### config.mk
export PLATFORM = sky130hd
export DESIGN_NAME = jrr_top
export DESIGN_NICKNAME = d
export VERILOG_FILES = /design/src/rtl/jrr_pkg.sv /design/src/rtl/jrr_rom.sv /design/src/rtl/jrr_addr_ctrl.sv /design/src/rtl/jrr_serializer.sv /design/src/rtl/jrr_top.sv
export SDC_FILE = /design/constraint.sdc
export NUM_CORES = 1
export LEC_CHECK = 0
export ABC_AREA = 1
export BUFFER_PORTS_ARGS = -buffer_cell sky130_fd_sc_hd__buf_4
export CAP_MARGIN = 5
export CORE_UTILIZATION = 60
export CTS_CLUSTER_SIZE = 10
export DETAILED_ROUTE_END_ITERATION = 6
export HOLD_SLACK_MARGIN = 0.08
export PLACE_DENSITY = 0.78
export SLEW_MARGIN = 5
export SYNTH_ARGS = -nofsm -noshare
export SYNTH_HDL_FRONTEND = slang
export SYNTH_SLANG_ARGS = --single-unit
### constraint.sdc
create_clock -name tck -period 3.75 [get_ports tck]
set_clock_uncertainty 0.15 [all_clocks]
set_input_delay 0.1875 -clock tck [delete_from_list [all_inputs] [get_ports tck]]
set_output_delay 0.1875 -clock tck [all_outputs]
set_load 0.02 [all_outputs]
### src/rtl/jrr_pkg.sv
package jrr_pkg;
    localparam int unsigned ROM_MULT = 29;
    localparam int unsigned ROM_OFFS = 60;

    // Table contents as a function of address; callers truncate to data width.
    function automatic logic [31:0] rom_word(input logic [31:0] a);
        logic [31:0] lin;
        lin = ((a * ROM_MULT) + ROM_OFFS) & 32'h0000_00FF;
        return lin ^ (a >> 2);
    endfunction
endpackage

### src/rtl/jrr_rom.sv
module jrr_rom #(
    parameter int ADDR_W = 7,
    parameter int DATA_W = 8
) (
    input  logic [ADDR_W-1:0] addr,
    output logic [DATA_W-1:0] rdata
);
    always_comb begin
        rdata = DATA_W'(jrr_pkg::rom_word(32'(addr)));
    end
endmodule

### src/rtl/jrr_addr_ctrl.sv
module jrr_addr_ctrl #(
    parameter int ADDR_W = 7
) (
    input  logic              clk,
    input  logic              rst_n,
    input  logic              shift_en,
    input  logic              update_en,
    input  logic              sin,
    output logic [ADDR_W-1:0] addr,
    output logic [ADDR_W:0]   cmd
);
    localparam int CMD_W = ADDR_W + 1;

    typedef struct packed {
        logic [ADDR_W-1:0] addr;
        logic [CMD_W-1:0]  cmd;
    } st_t;

    st_t st_d, st_q;

    always_comb begin
        st_d = st_q;
        if (shift_en) begin
            st_d.cmd = {sin, st_q.cmd[CMD_W-1:1]};
        end
        if (update_en) begin
            if (st_q.cmd[CMD_W-1]) begin
                st_d.addr = st_q.cmd[ADDR_W-1:0];
            end else begin
                st_d.addr = st_q.addr + ADDR_W'(1);
            end
        end
    end

    always_ff @(posedge clk or negedge rst_n) begin
        if (!rst_n) begin
            st_q <= '0;
        end else begin
            st_q <= st_d;
        end
    end

    assign addr = st_q.addr;
    assign cmd  = st_q.cmd;
endmodule

### src/rtl/jrr_serializer.sv
module jrr_serializer #(
    parameter int DATA_W = 8
) (
    input  logic              clk,
    input  logic              rst_n,
    input  logic              capture_en,
    input  logic              shift_en,
    input  logic [DATA_W-1:0] pdata,
    output logic [DATA_W-1:0] word,
    output logic              sbit
);
    typedef struct packed {
        logic [DATA_W-1:0] sh;
    } st_t;

    st_t st_d, st_q;

    always_comb begin
        st_d = st_q;
        if (capture_en) begin
            st_d.sh = pdata;
        end else if (shift_en) begin
            st_d.sh = {1'b0, st_q.sh[DATA_W-1:1]};
        end
    end

    always_ff @(posedge clk or negedge rst_n) begin
        if (!rst_n) begin
            st_q <= '0;
        end else begin
            st_q <= st_d;
        end
    end

    assign word = st_q.sh;
    assign sbit = st_q.sh[0];
endmodule

### src/rtl/jrr_top.sv
module jrr_top #(
    parameter int ADDR_W = 7,
    parameter int DATA_W = 8
) (
    input  logic tck,
    input  logic rst_n,
    input  logic opcode_hit,
    input  logic dr_capture,
    input  logic dr_shift,
    input  logic dr_update,
    input  logic scan_in,
    output logic scan_out
);
    logic              cap_g, shf_g, upd_g;
    logic [ADDR_W-1:0] act_addr;
    logic [ADDR_W:0]   cmd_word;
    logic [DATA_W-1:0] rom_data;
    logic [DATA_W-1:0] out_word;
    logic              out_bit;

    assign cap_g = opcode_hit & dr_capture;
    assign shf_g = opcode_hit & dr_shift;
    assign upd_g = opcode_hit & dr_update;

    jrr_addr_ctrl #(.ADDR_W(ADDR_W)) u_addr (
        .clk       (tck),
        .rst_n     (rst_n),
        .shift_en  (shf_g),
        .update_en (upd_g),
        .sin       (scan_in),
        .addr      (act_addr),
        .cmd       (cmd_word)
    );

    jrr_rom #(.ADDR_W(ADDR_W), .DATA_W(DATA_W)) u_rom (
        .addr  (act_addr),
        .rdata (rom_data)
    );

    jrr_serializer #(.DATA_W(DATA_W)) u_ser (
        .clk        (tck),
        .rst_n      (rst_n),
        .capture_en (cap_g),
        .shift_en   (shf_g),
        .pdata      (rom_data),
        .word       (out_word),
        .sbit       (out_bit)
    );

    assign scan_out = opcode_hit & out_bit;
endmodule

== After elaboration in Yosys (flattened, before gate mapping) ==
Index checks and enable logic that the tools add are counted.
W data, S select, Z words.
Storage, ports and cells
  register bits after elaboration: 23
  input port bits: 7
  word-level logic and storage cells: 15
  output and inout bits: 1
Cells by class
  $add $sub $neg: 2
  $mul: 1
  bitwise operators: 5
  multiplexer cells: 3
  reductions and logical operators: 1
Operators by type and width (count)
  $mux W8: 2
  $add A8 B6 Y8 const B: 1
  $mul A7 B5 Y8 const B: 1
  $xor A8 B5 Y8: 1
  $add A7 B1 Y7 const B: 1
  $mux W7: 1
  $and A1 B1 Y1: 4
  $reduce_bool A2 Y1: 1

== Longest topological paths before layout ==
Gate-level depths: netlist of run 1.
  depth after elaboration: 4
  mapped depth: 15

== Hierarchy ==
A second synthesis of run 1 with hierarchy kept.
Second synthesis, totals
  cells, all modules: 218
  area, all modules: 1719.1 sq um
Modules (own cells, without submodules)
  jrr_addr_ctrl: cells an instance 89, area each 739.5 sq um, sequential area each 375.4 sq um, times used 1
  jrr_rom: cells an instance 77, area each 565.5 sq um, sequential area each 0.0 sq um, times used 1
  jrr_serializer: cells an instance 44, area each 384.1 sq um, sequential area each 200.2 sq um, times used 1
  jrr_top: cells an instance 8, area each 30.0 sq um, sequential area each 0.0 sq um, times used 1

== Worst setup path before layout of run 1 ==
Ideal clock, no wire load.
  kind: register to register
  start point: register u_addr.st_q (netlist bit u_addr.addr[2])
  end point: register u_ser.st_q (netlist bit u_ser.word[5])
  arrival time: 2.739 ns
  buffers on the path: 0
  slack: 0.734 ns
  clock period less this slack: 3.016 ns
  setup time: 0.127 ns
  data required time: 3.473 ns
  cell stages (with the launch flop): 11
  path through: dfrtp_1 -> inv_1 -> ha_1 -> inv_1 -> fa_1 -> inv_1 -> fa_1 -> fa_1 -> nor2_1 -> a211oi_1 -> a21oi_1
On the way
  word-level cells in the longest chain between the ends: 4
Ends and longest elaborated chain
  start, declared: line jrr_addr_ctrl.sv:19  | st_t st_d, st_q;
  start signal, assigned: line jrr_addr_ctrl.sv:39  | st_q <= st_d;
  $mul A7 B5 Y8: line jrr_pkg.sv:8  | lin = ((a * ROM_MULT) + ROM_OFFS) & 32'h0000_00FF;
  $add A8 B6 Y8: line jrr_pkg.sv:8
  $xor A8 B5 Y8: line jrr_pkg.sv:9  | return lin ^ (a >> 2);
  $mux W8: line jrr_serializer.sv:20  | if (capture_en) begin
  end signal, assigned: line jrr_serializer.sv:31  | st_q <= st_d;
  end, declared: line jrr_serializer.sv:16  | st_t st_d, st_q;
No other way between the ends.
A chain may end at the register's enable or synchronous reset.

== Worst setup path in the final report of run 1 ==
Same ends and word-level chain as after synthesis.

==> out/results.txt, run 1 <==
Worst slew pin tran: 0.398 ns
Crit path launch type: register
Die width: 53.4 um
Wirelength, routed: 3290 um
Mapped Cells: 191
Worst VDD drop: 0.707 mV
Top Ports: 8
PortBufs: 7
Vias post-DR: 1258
Remaining DRCs: 0
CTS Root Cell: clkbuf_4
Grt met2 use: 50.2%
Vias in the first global route: 1273
GRT Residual Overflow: 0
# Post-CTS Setup Buffers: 0
Core area: 2480 um^2
Num rows: 18
Slew Limit Headroom: 73.4%
Max Cap Viol: 0
TritonRoute pass-1 iters: 4
Synthesis-to-layout area growth: 7.42%
H-tree levels: 1
Crit end category: register
Antenna violations before repair: 0
Share of cells above drive strength 1: 6.00%
Min Tclk post-route: 3.27 ns
GPL Wtd Cong: 0.811
First-pass GRT wire length: 5680 um
Die height: 53.4 um
Die footprint: 2850 um^2
Met3 usage: 5.17%
Unrepaired setup endpoints after global routing: false
Crit share post-route: 87.2%
Crit path max fanout: 7
CTS Buf Count: 3
Met1 usage: 32.6%
CP arrival: 3.34 ns
Final setup margin: 0.481 ns
CTS clk-pin slew, worst paths: 0.14 ns
Power Density: 935 nW/um^2
Synth Net Count: 220
CTS tree: built
Register area share after synthesis: 36.3%
Detail Placement HPWL: 2500 um
Final setup fails: 0
WL per Instance: 14.3 um
Setup TNS Final: 0 ns
Clk Latency, worst-skew pair: 0.32 ns
Layout fillers: 215
Multi-input gate area: 851 um^2
Initial Util: 64.0%
CTS resizes: 0
Pre-CTS setup slack: 0.505 ns
YS warnings: 0
Initial DRC Count: 27
Largest net degree at the start of global routing: 24
Most used routing layer: met2
HP Class: in2async
Number of hold violations in the final report: 0
Final nets: 230
Placed cell count: 224
Antenna Cells: 0
Total area of sequential cells: 576 um^2
Post-route antenna net violation count: 0
GRT Util Overall: 28.2%
Worst Setup Path Type: reg2reg
Netlist Area Pre-Place: 1590 um^2
Yosys reg bits: 23
# hold bufs at CTS: 2
Clock buffer depth: 2
Post-Layout Cell Count: 230
Maximum clock frequency: 306 MHz
LEAKAGE: 0.894 nW
CP Data Required Time: 3.82 ns
Status: completed
Netlist cell types: 20
Num Clock Sinks: 23
Avg Cell Area, Syn: 8.30 um^2
Util after Layout: 68.7%
Vias per inst: 5.47
Final-report max-slew violation count: 0
==> cell usage in the layout (no fill, tap or decap) <==
master	count
a31oi_1	1
inv_1	35
ha_1	14
dlygate4sd3_1	2
a22oi_1	1
fa_1	8
o21ai_0	30
a21oi_1	11
xnor2_1	3
buf_4	7
o22ai_1	2
nor3_1	1
clkinv_2	1
xor2_1	6
a211oi_1	1
dfrtp_1	23
nand3_1	7
clkinv_1	1
nand2_1	38
nor2_1	4
inv_2	1
clkbuf_4	3
==> flip-flops by register name (all words and copies together), names as in the netlist <==
register,flops
u_addr.cmd,8
u_addr.addr,7
u_ser.word,8
==> per-layer routing <==
| metal | routed length (um) | part of all wire (%) |
|---|---|---|
| met4 | 65 | 2.0 |
| met5 | 0 | 0 |
| met3 | 147 | 4.5 |
| met1 | 1340 | 41 |
| met2 | 1730 | 53 |
==> cells in the mapped netlist <==
| cell type | n | share of area (%) |
|---|---|---|
| nand2_1 | 38 | 9.0 |
| inv_1 | 35 | 8.3 |
| o21ai_0 | 30 | 9.5 |
| dfrtp_1 | 23 | 36 |
| ha_1 | 14 | 11 |
| a21oi_1 | 11 | 3.5 |
| fa_1 | 8 | 10 |
| nand3_1 | 7 | 2.2 |
| xor2_1 | 6 | 3.3 |
| nor2_1 | 4 | 0.95 |
| buf_2 | 3 | 0.95 |
| xnor2_1 | 3 | 1.7 |
| o22ai_1 | 2 | 0.79 |
| a211oi_1 | 1 | 0.47 |
| a22oi_1 | 1 | 0.47 |
| a31oi_1 | 1 | 0.39 |
| clkbuf_2 | 1 | 0.32 |
| clkinv_1 | 1 | 0.24 |
| inv_2 | 1 | 0.24 |
| nor3_1 | 1 | 0.32 |
==> where the power goes <==
group	internal [mW]	switching [mW]	leakage, nW
logic	0.469	0.603	0.596
registers	0.321	0.0765	0.281
clock network	0.0401	0.0825	0.0177
==> path summary, 6_finish.rpt <==
check / start / to / slack, ns / cells after the start
worst max-delay path: u_addr.addr[2]$_DFFE_PN0P_ / u_ser.word[5]$_DFFE_PN0P_ / 0.48 / 10
worst min-delay path: rst_n / u_ser.word[7]$_DFFE_PN0P_ / 0.12 / 2
worst max register to register: u_addr.addr[2]$_DFFE_PN0P_ / u_ser.word[5]$_DFFE_PN0P_ / 0.48 / 10
worst min register to register: u_addr.cmd[0]$_DFFE_PN0P_ / u_addr.cmd[0]$_DFFE_PN0P_ / 0.35 / 2
max in group asynchronous: rst_n / u_addr.cmd[3]$_DFFE_PN0P_ / 3.10 / 2
min in group tck: dr_update / u_addr.addr[3]$_DFFE_PN0P_ / 0.17 / 4
==> per-stage QoR <==
| step | power (mW) | instance area [um^2] | hold WS, ns |
|---|---|---|---|
| 6_report | 1.59 | 1700 | 0.125 |
| 5_1_grt | 1.81 | 1700 | 0.145 |
| 4_1_cts | 1.60 | 1700 | 0.126 |
| 3_5_place_dp | 1.47 | 1660 | -0.0533 |
| 3_3_place_gp | 1.40 | 1660 | -0.0556 |
| 2_1_floorplan | 1.24 | 1590 | -0.258 |
==> critical path: stages (launching register included) <==
cell and delay (ns):
dfrtp_1 0.52, inv_1 0.10, ha_1 0.28, inv_1 0.05
fa_1 0.53, inv_1 0.05, fa_1 0.53, fa_1 0.56
nor2_1 0.05, a211oi_1 0.26, a21oi_1 0.07
==> kinds of logic (layout without fill, tap and decap cells) <==
group,Yosys count,count (layout),share of synthesized area (%)
XOR/XNOR,9,9,4.97
adder cells (fa/ha/maj),22,22,21.2
AND/OR/NAND/NOR,50,50,12.5
AO/OA/AOI/OAI,46,46,15.1
buffers and inverters,41,50,10.0
flip-flops,23,23,36.3
==> final cells by class <==
cell class / count / area share [%]
clock inverters: 1 / 0.294
well taps: 30 / 2.20
multi-input cells: 127 / 50.0
clock buffers: 3 / 1.32
flip-flops and latches: 23 / 33.8
inverters: 37 / 8.16
repair buffers: 9 / 4.26
Note: power is estimated with default switching activity, not from simulation.
==> inputs of run 2 (changes only) <==
- PLACE_DENSITY: 0.78 -> 0.87
==> run 2 against run 1 <==
  * Sequential power about the same
  * Clock-buffer cell count unchanged
  * Combinational power about the same
  * Cell count unchanged
  * Flip-flop and latch count unchanged
  * Critical path type unchanged
  * Highest routed layer unchanged
==> out/results.txt, run 2 (synthesis results as in run 1) <==
Crit path max fanout: 7 (unchanged)
Status: completed
CTS clk-pin slew, worst paths: 0.13 ns (about the same)
H-tree levels: 1 (unchanged)
GPL Wtd Cong: 0.824 (+1.6%)
Vias per inst: 5.56 (+1.6%)
Final setup margin: 0.529 ns (+0.0476 ns)
Most common cell after layout, fill and taps aside: nand2_1
HP Class: in2async
Number of hold violations in the final report: 0 (unchanged)
Synthesis-to-layout area growth: 7.42% (unchanged)
Antenna violations before repair: 0 (unchanged)
WL per Instance: 14.4 um (+0.73%)
Crit share post-route: 85.9% (-1.3 points)
First-pass GRT wire length: 5160 um (-9.1%)
Most frequent cells in the layout: 38 x nand2_1, 35 x inv_1, 30 x o21ai_0
Detail Placement HPWL: 2540 um (+1.8%)
CP Data Required Time: 3.82 ns (about the same)
Worst VDD drop: 0.586 mV (-17%)
Crit path launch type: register
Die footprint: 2850 um^2 (unchanged)
Placed cell count: 224 (unchanged)
CP arrival: 3.29 ns (-0.05 ns)
GRT Residual Overflow: 0 (unchanged)
Unrepaired setup endpoints after global routing: false
Maximum clock frequency: 310 MHz (+1.5%)
Die width: 53.4 um (unchanged)
Setup TNS Final: 0 ns (unchanged)
CTS resizes: 0 (unchanged)
Worst Setup Path Type: reg2reg
Final setup fails: 0 (unchanged)
Initial DRC Count: 31 (+15%)
Layout fillers: 206 (-4.2%)
Final-report max-slew violation count: 0 (unchanged)
CTS Buf Count: 3 (unchanged)
Largest net degree at the start of global routing: 24 (unchanged)
TritonRoute pass-1 iters: 4 (unchanged)
GRT Util Overall: 26.5% (-1.7 points)
Total area of sequential cells: 576 um^2 (unchanged)
Vias in the first global route: 1237 (-2.8%)
Multi-input gate area: 851 um^2 (unchanged)
# Post-CTS Setup Buffers: 0 (unchanged)
Worst slew pin tran: 0.433 ns (+0.0342 ns)
Final nets: 230 (unchanged)
Remaining DRCs: 0 (unchanged)
Top Ports: 8 (unchanged)
Crit end category: register
PortBufs: 7 (unchanged)
Min Tclk post-route: 3.22 ns (-0.0476 ns)
Share of cells above drive strength 1: 6.00% (unchanged)
Clock buffer depth: 2 (unchanged)
Antenna Cells: 0 (unchanged)
Max Cap Viol: 0 (unchanged)
CTS Root Cell: clkbuf_4
CTS tree: built
Num Clock Sinks: 23 (unchanged)
Die height: 53.4 um (unchanged)
Clk Latency, worst-skew pair: 0.32 ns (about the same)
Vias post-DR: 1278 (+1.6%)
Post-route antenna net violation count: 0 (unchanged)
Num rows: 18 (unchanged)
LEAKAGE: 0.894 nW (unchanged)
Post-Layout Cell Count: 230 (unchanged)
Power Density: 929 nW/um^2 (-0.59%)
Initial Util: 64.0% (unchanged)
Core area: 2480 um^2 (unchanged)
Slew Limit Headroom: 71.1% (-2.3 points)
Wirelength, routed: 3310 um (+0.73%)
Pre-CTS setup slack: 0.510 ns (+0.00473 ns)
==> run 2: final timing paths <==
kind / slack (ns) / depth (start not counted) / start / to
max in group asynchronous: 3.09 / 2 / rst_n / u_addr.addr[1]$_DFFE_PN0P_
min: 0.13 / 2 / rst_n / u_ser.word[0]$_DFFE_PN0P_
max: 0.53 / 10 / u_addr.addr[2]$_DFFE_PN0P_ / u_ser.word[5]$_DFFE_PN0P_
min in group tck: 0.14 / 4 / dr_update / u_addr.addr[3]$_DFFE_PN0P_
min reg2reg: 0.35 / 2 / u_addr.cmd[0]$_DFFE_PN0P_ / u_addr.cmd[0]$_DFFE_PN0P_
max reg2reg: 0.53 / 10 / u_addr.addr[2]$_DFFE_PN0P_ / u_ser.word[5]$_DFFE_PN0P_
==> run 2: per-stage QoR <==
stage | power (mW) | cell area, um^2 | utilization [%] | hold WS, ns
after floorplan | 1.24 | 1590 | - | -0.258
after global placement | 1.39 | 1660 | 66.8 | -0.0596
after detailed placement | 1.47 | 1660 | 66.8 | -0.0506
after CTS | 1.59 | 1700 | 68.7 | 0.134
after global routing | 1.78 | 1700 | 68.7 | 0.150
final | 1.58 | 1700 | 68.7 | 0.130
==> run 2: critical path, cell delays in order (launching register included) <==
cell	delay, ns
dfrtp_1	0.52
inv_1	0.10
ha_1	0.29
inv_1	0.06
fa_1	0.54
inv_1	0.06
fa_1	0.52
fa_1	0.55
nor2_1	0.05
a211oi_1	0.22
a21oi_1	0.06
==> run 2: layout make-up <==
| class | instances | share of cell area, % |
|---|---|---|
| Multi-Input combinational cell | 127 | 50.0 |
| Sequential cell | 23 | 33.8 |
| Inverter | 37 | 8.16 |
| Timing Repair Buffer | 9 | 4.26 |
| Tap cell | 30 | 2.20 |
| Clock buffer | 3 | 1.32 |
| Clock inverter | 1 | 0.294 |
==> run 2: per-layer routing <==
metal	GRT usage, %	part of all wire (%)	vias up
li1	-	-	625
met1	27.9	40	615
met2	49.0	54	30
met3	6.61	3.7	8
met4	11.4	1.8	0
met5	0	0	-
==> run 2: timing repair <==
| action | 4_1_cts | 5_1_grt |
|---|---|---|
| endpoints found under the hold margin | 24 | 0 |
| hold buffers | 2 | 0 |
| endpoints found under the setup margin | 0 | 0 |
==> run 2: report_power, final <==
group	total (mW)	internal, mW	switching, mW
clock network	0.122	0.0400	0.0817
registers	0.398	0.321	0.0765
logic	1.06	0.472	0.591
total	1.58	0.833	0.749
==> inputs of run 3 (changes only) <==
- ABC_AREA: 1 -> 0
- CAP_MARGIN: 5 -> not set
==> run 3 against run 2 <==
  * Synthesized cell count fell by 23%
  * First-iteration DRC count fell by 68%
  * Via count fell by 19%
  * Wire length fell by 20%
  * Clock-buffer cell count did not move
  * Synthesized area fell by 2.6%
  * Die area fell by 2.5%
  * Critical path depth rose by 2
  * Final area fell by 2.6%
  * Worst setup slack got worse by 0.11 ns
  * Highest routed layer unchanged
==> out/results.txt, run 3 <==
Clock buffer depth: 2 (unchanged)
Crit share post-route: 88.8% (+2.9 points)
Top Ports: 8 (unchanged)
Remaining DRCs: 0 (unchanged)
Antenna Cells: 0 (unchanged)
Die footprint: 2780 um^2 (-2.5%)
Worst Setup Path Type: reg2reg
CTS resizes: 0 (unchanged)
Top cells by area, synth: dfrtp_1 37%, ha_1 11%, fa_1 10%
First-pass GRT wire length: 4470 um (-13%)
GRT Residual Overflow: 0 (unchanged)
Area leader, netlist: dfrtp_1
Antenna violations before repair: 0 (unchanged)
CTS Buf Count: 3 (unchanged)
Core area: 2450 um^2 (-0.91%)
GRT Util Overall: 22.7% (-3.8 points)
Most Frequent Cell on Critical Path: inv_1
Register area share after synthesis: 37.3% (+0.97 points)
HP Class: in2async
DP Area: 1610 um^2 (-2.6%)
Die height: 52.7 um (-1.3%)
Post-Synth Simple-Gate Area: 8.51% (-4.0 points)
Yosys reg bits: 23 (unchanged)
Share of cells above drive strength 1: 12.9% (+6.9 points)
Final setup fails: 0 (unchanged)
Unrepaired setup endpoints after global routing: false
Largest family of logic cells by synthesized area: adder cells
Wirelength, routed: 2650 um (-20%)
Initial DRC Count: 10 (-68%)
Netlist Area Pre-Place: 1540 um^2 (-2.6%)
Synth Net Count: 176 (-20%)
GPL Wtd Cong: 0.826 (+0.25%)
Crit path launch type: register
Post-Synth XOR/XNOR Area: 6.56% (+1.6 points)
Final hold slack: 0.123 ns (-0.00686 ns)
H-tree levels: 1 (unchanged)
Reg2reg setup slack: 0.42 ns (-0.11 ns)
Pre-CTS setup slack: 0.429 ns (-0.0813 ns)
CP Cell Sequence: inv_1 -> ha_1 -> inv_1 -> fa_1 -> inv_1 -> fa_1 -> inv_1 -> ha_1 -> a21o_1 -> a21oi_1 -> xnor2_1 -> o21ai_1
Maximum clock frequency: 300 MHz (-3.3%)
Vias post-DR: 1031 (-19%)
Post-route antenna net violation count: 0 (unchanged)
Detail Placement HPWL: 2040 um (-20%)
Crit end category: register
PortBufs: 7 (unchanged)
Vias per inst: 5.57 (+0.30%)
Num Clock Sinks: 23 (unchanged)
Met1 usage: 27.3% (-0.62 points)
Met3 usage: 5.22% (-1.4 points)
Slowest stage cell, crit path: fa_1
Setup TNS Final: 0 ns (unchanged)
Final instance area: 1660 um^2 (-2.6%)
Largest net degree at the start of global routing: 24 (unchanged)
Avg Cell Area, Syn: 10.5 um^2 (+27%)
Grt met2 use: 39.9% (-9.1 points)
Top-area cell type share of the netlist area: 37.3% (+0.97 points)
Synth Area in Compound Gates: 10.8% (-4.3 points)
Share of flip-flops with an asynchronous set or reset: 100% (unchanged)
Final setup margin: 0.420 ns (-0.109 ns)
CTS clk-pin slew, worst paths: 0.13 ns (about the same)
Worst slew pin tran: 0.464 ns (+0.0318 ns)
Mux share of post-synthesis cell area: 10.3% (+10 points)
CTS tree: built
Synth Flop Type: dfrtp_1
WL per Instance: 14.3 um (-0.32%)
Most common cell after layout, fill and taps aside: dfrtp_1
Synthesis-to-layout area growth: 7.46% (about the same)
Mapped Cells: 147 (-23%)
Status: completed
Post-Synth Adder-Cell Area: 21.7% (+0.57 points)
CTS Root Cell: clkbuf_4
YS warnings: 0 (unchanged)
CP Data Required Time: 3.81 ns (about the same)
Buffers & Inverters on Critical Path: 4 (+1)
Top cells by count, synth: 23 x dfrtp_1, 14 x ha_1, 14 x inv_1, 13 x a21oi_1, 11 x o21ai_0
Netlist cell types: 29 (+45%)
TritonRoute pass-1 iters: 4 (unchanged)
Num rows: 18 (unchanged)
Min Tclk post-route: 3.33 ns (+0.109 ns)
CP top delay family: adder cells
Die width: 52.7 um (-1.3%)
Clk Latency, worst-skew pair: 0.32 ns (about the same)
Reg2reg start: u_addr.addr[2]$_DFFE_PN0P_
Max Cap Viol: 0 (unchanged)
Most used routing layer: met2
Cell with the most instances after synthesis: dfrtp_1
Initial Util: 62.9% (-1.1 points)
Number of synthesized flops with an enable pin: 0 (unchanged)
Crit-path max cell delay: 0.58 ns (+0.03 ns)
Slew Limit Headroom: 69.0% (-2.1 points)
Reg2reg path depth: 12 (+2)
Vias in the first global route: 1007 (-19%)
Number of hold violations in the final report: 0 (unchanged)
Most frequent cells in the layout: 23 x dfrtp_1, 14 x inv_1, 14 x ha_1
R2R Path End: u_ser.word[7]$_DFFE_PN0P_
Final-report max-slew violation count: 0 (unchanged)
Final nets: 185 (-20%)
CP arrival: 3.39 ns (+0.10 ns)
Crit path max fanout: 8 (+1)
==> run 3: cell count changes after synthesis, moves of 3 or more <==
cell	change
nor2_1	+4
o21ai_0	-19
nand3_1	-6
inv_1	-21
nand2_1	-29
xnor2_1	+3
mux2_2	+7
xor2_1	-3
mux2i_1	+8
==> run 3: worst max-delay path by stage <==
stage / from / end / slack, ns / depth (start not counted)
after floorplan: u_addr.addr[2]$_DFFE_PN0P_ / u_ser.word[7]$_DFFE_PN0P_ / 0.66 / 12
after global placement: u_addr.addr[2]$_DFFE_PN0P_ / u_ser.word[7]$_DFFE_PN0P_ / 0.59 / 12
after detailed placement: u_addr.addr[2]$_DFFE_PN0P_ / u_ser.word[7]$_DFFE_PN0P_ / 0.43 / 12
after CTS: u_addr.addr[2]$_DFFE_PN0P_ / u_ser.word[7]$_DFFE_PN0P_ / 0.40 / 12
after global routing: u_addr.addr[2]$_DFFE_PN0P_ / u_ser.word[7]$_DFFE_PN0P_ / 0.27 / 12
final: u_addr.addr[2]$_DFFE_PN0P_ / u_ser.word[7]$_DFFE_PN0P_ / 0.42 / 12
==> run 3: logic make-up (layout without fill, tap and decap cells) <==
kind of cell	Yosys count	after routing
fa+ha+maj	22	22
xor+xnor	10	10
flops	23	23
buf+inv	19	27
compound gates	30	30
simple gates	28	28
mux	15	15
==> run 3: routing by layer <==
metal,vias up,wire (um),share of wire (%)
met5,-,0,0
met4,0,50,1.9
met3,7,94,3.5
met2,20,1380,52
met1,487,1130,42
li1,517,-,-
==> run 3: what timing repair did <==
action	4_1_cts	5_1_grt
endpoints found under the hold margin	24	0
setup buffers	0	0
hold buffers	2	0
==> run 3: worst reg2reg max path: stages (launching register included) <==
cell     delay [ns]
dfrtp_1        0.52
inv_1          0.11
ha_1           0.29
inv_1          0.06
fa_1           0.52
inv_1          0.05
fa_1           0.58
inv_1          0.06
ha_1           0.29
a21o_1         0.16
a21oi_1        0.19
xnor2_1        0.15
o21ai_1        0.08
==> run 3: metrics by stage <==
stage / util [%] / std cells
floorplan: - / 147
global placement: 65.6 / 179
detailed placement: 65.6 / 179
CTS: 67.6 / 185
global route: 67.6 / 185
finish: 67.6 / 185
==> run 3: final cells by class <==
cell class	instances	area, um^2
fill	187	796
tap	30	37.5
timing repair buffer	9	72.6
inverter	14	52.6
sequential	23	576
clock inverter	1	5.00
clock buffer	3	22.5
multi-input combinational	105	893
Power of run 3 is left out: the tool's default activity adds up to more than one toggle a clock period on the data nets, which glitch-free logic cannot reach.
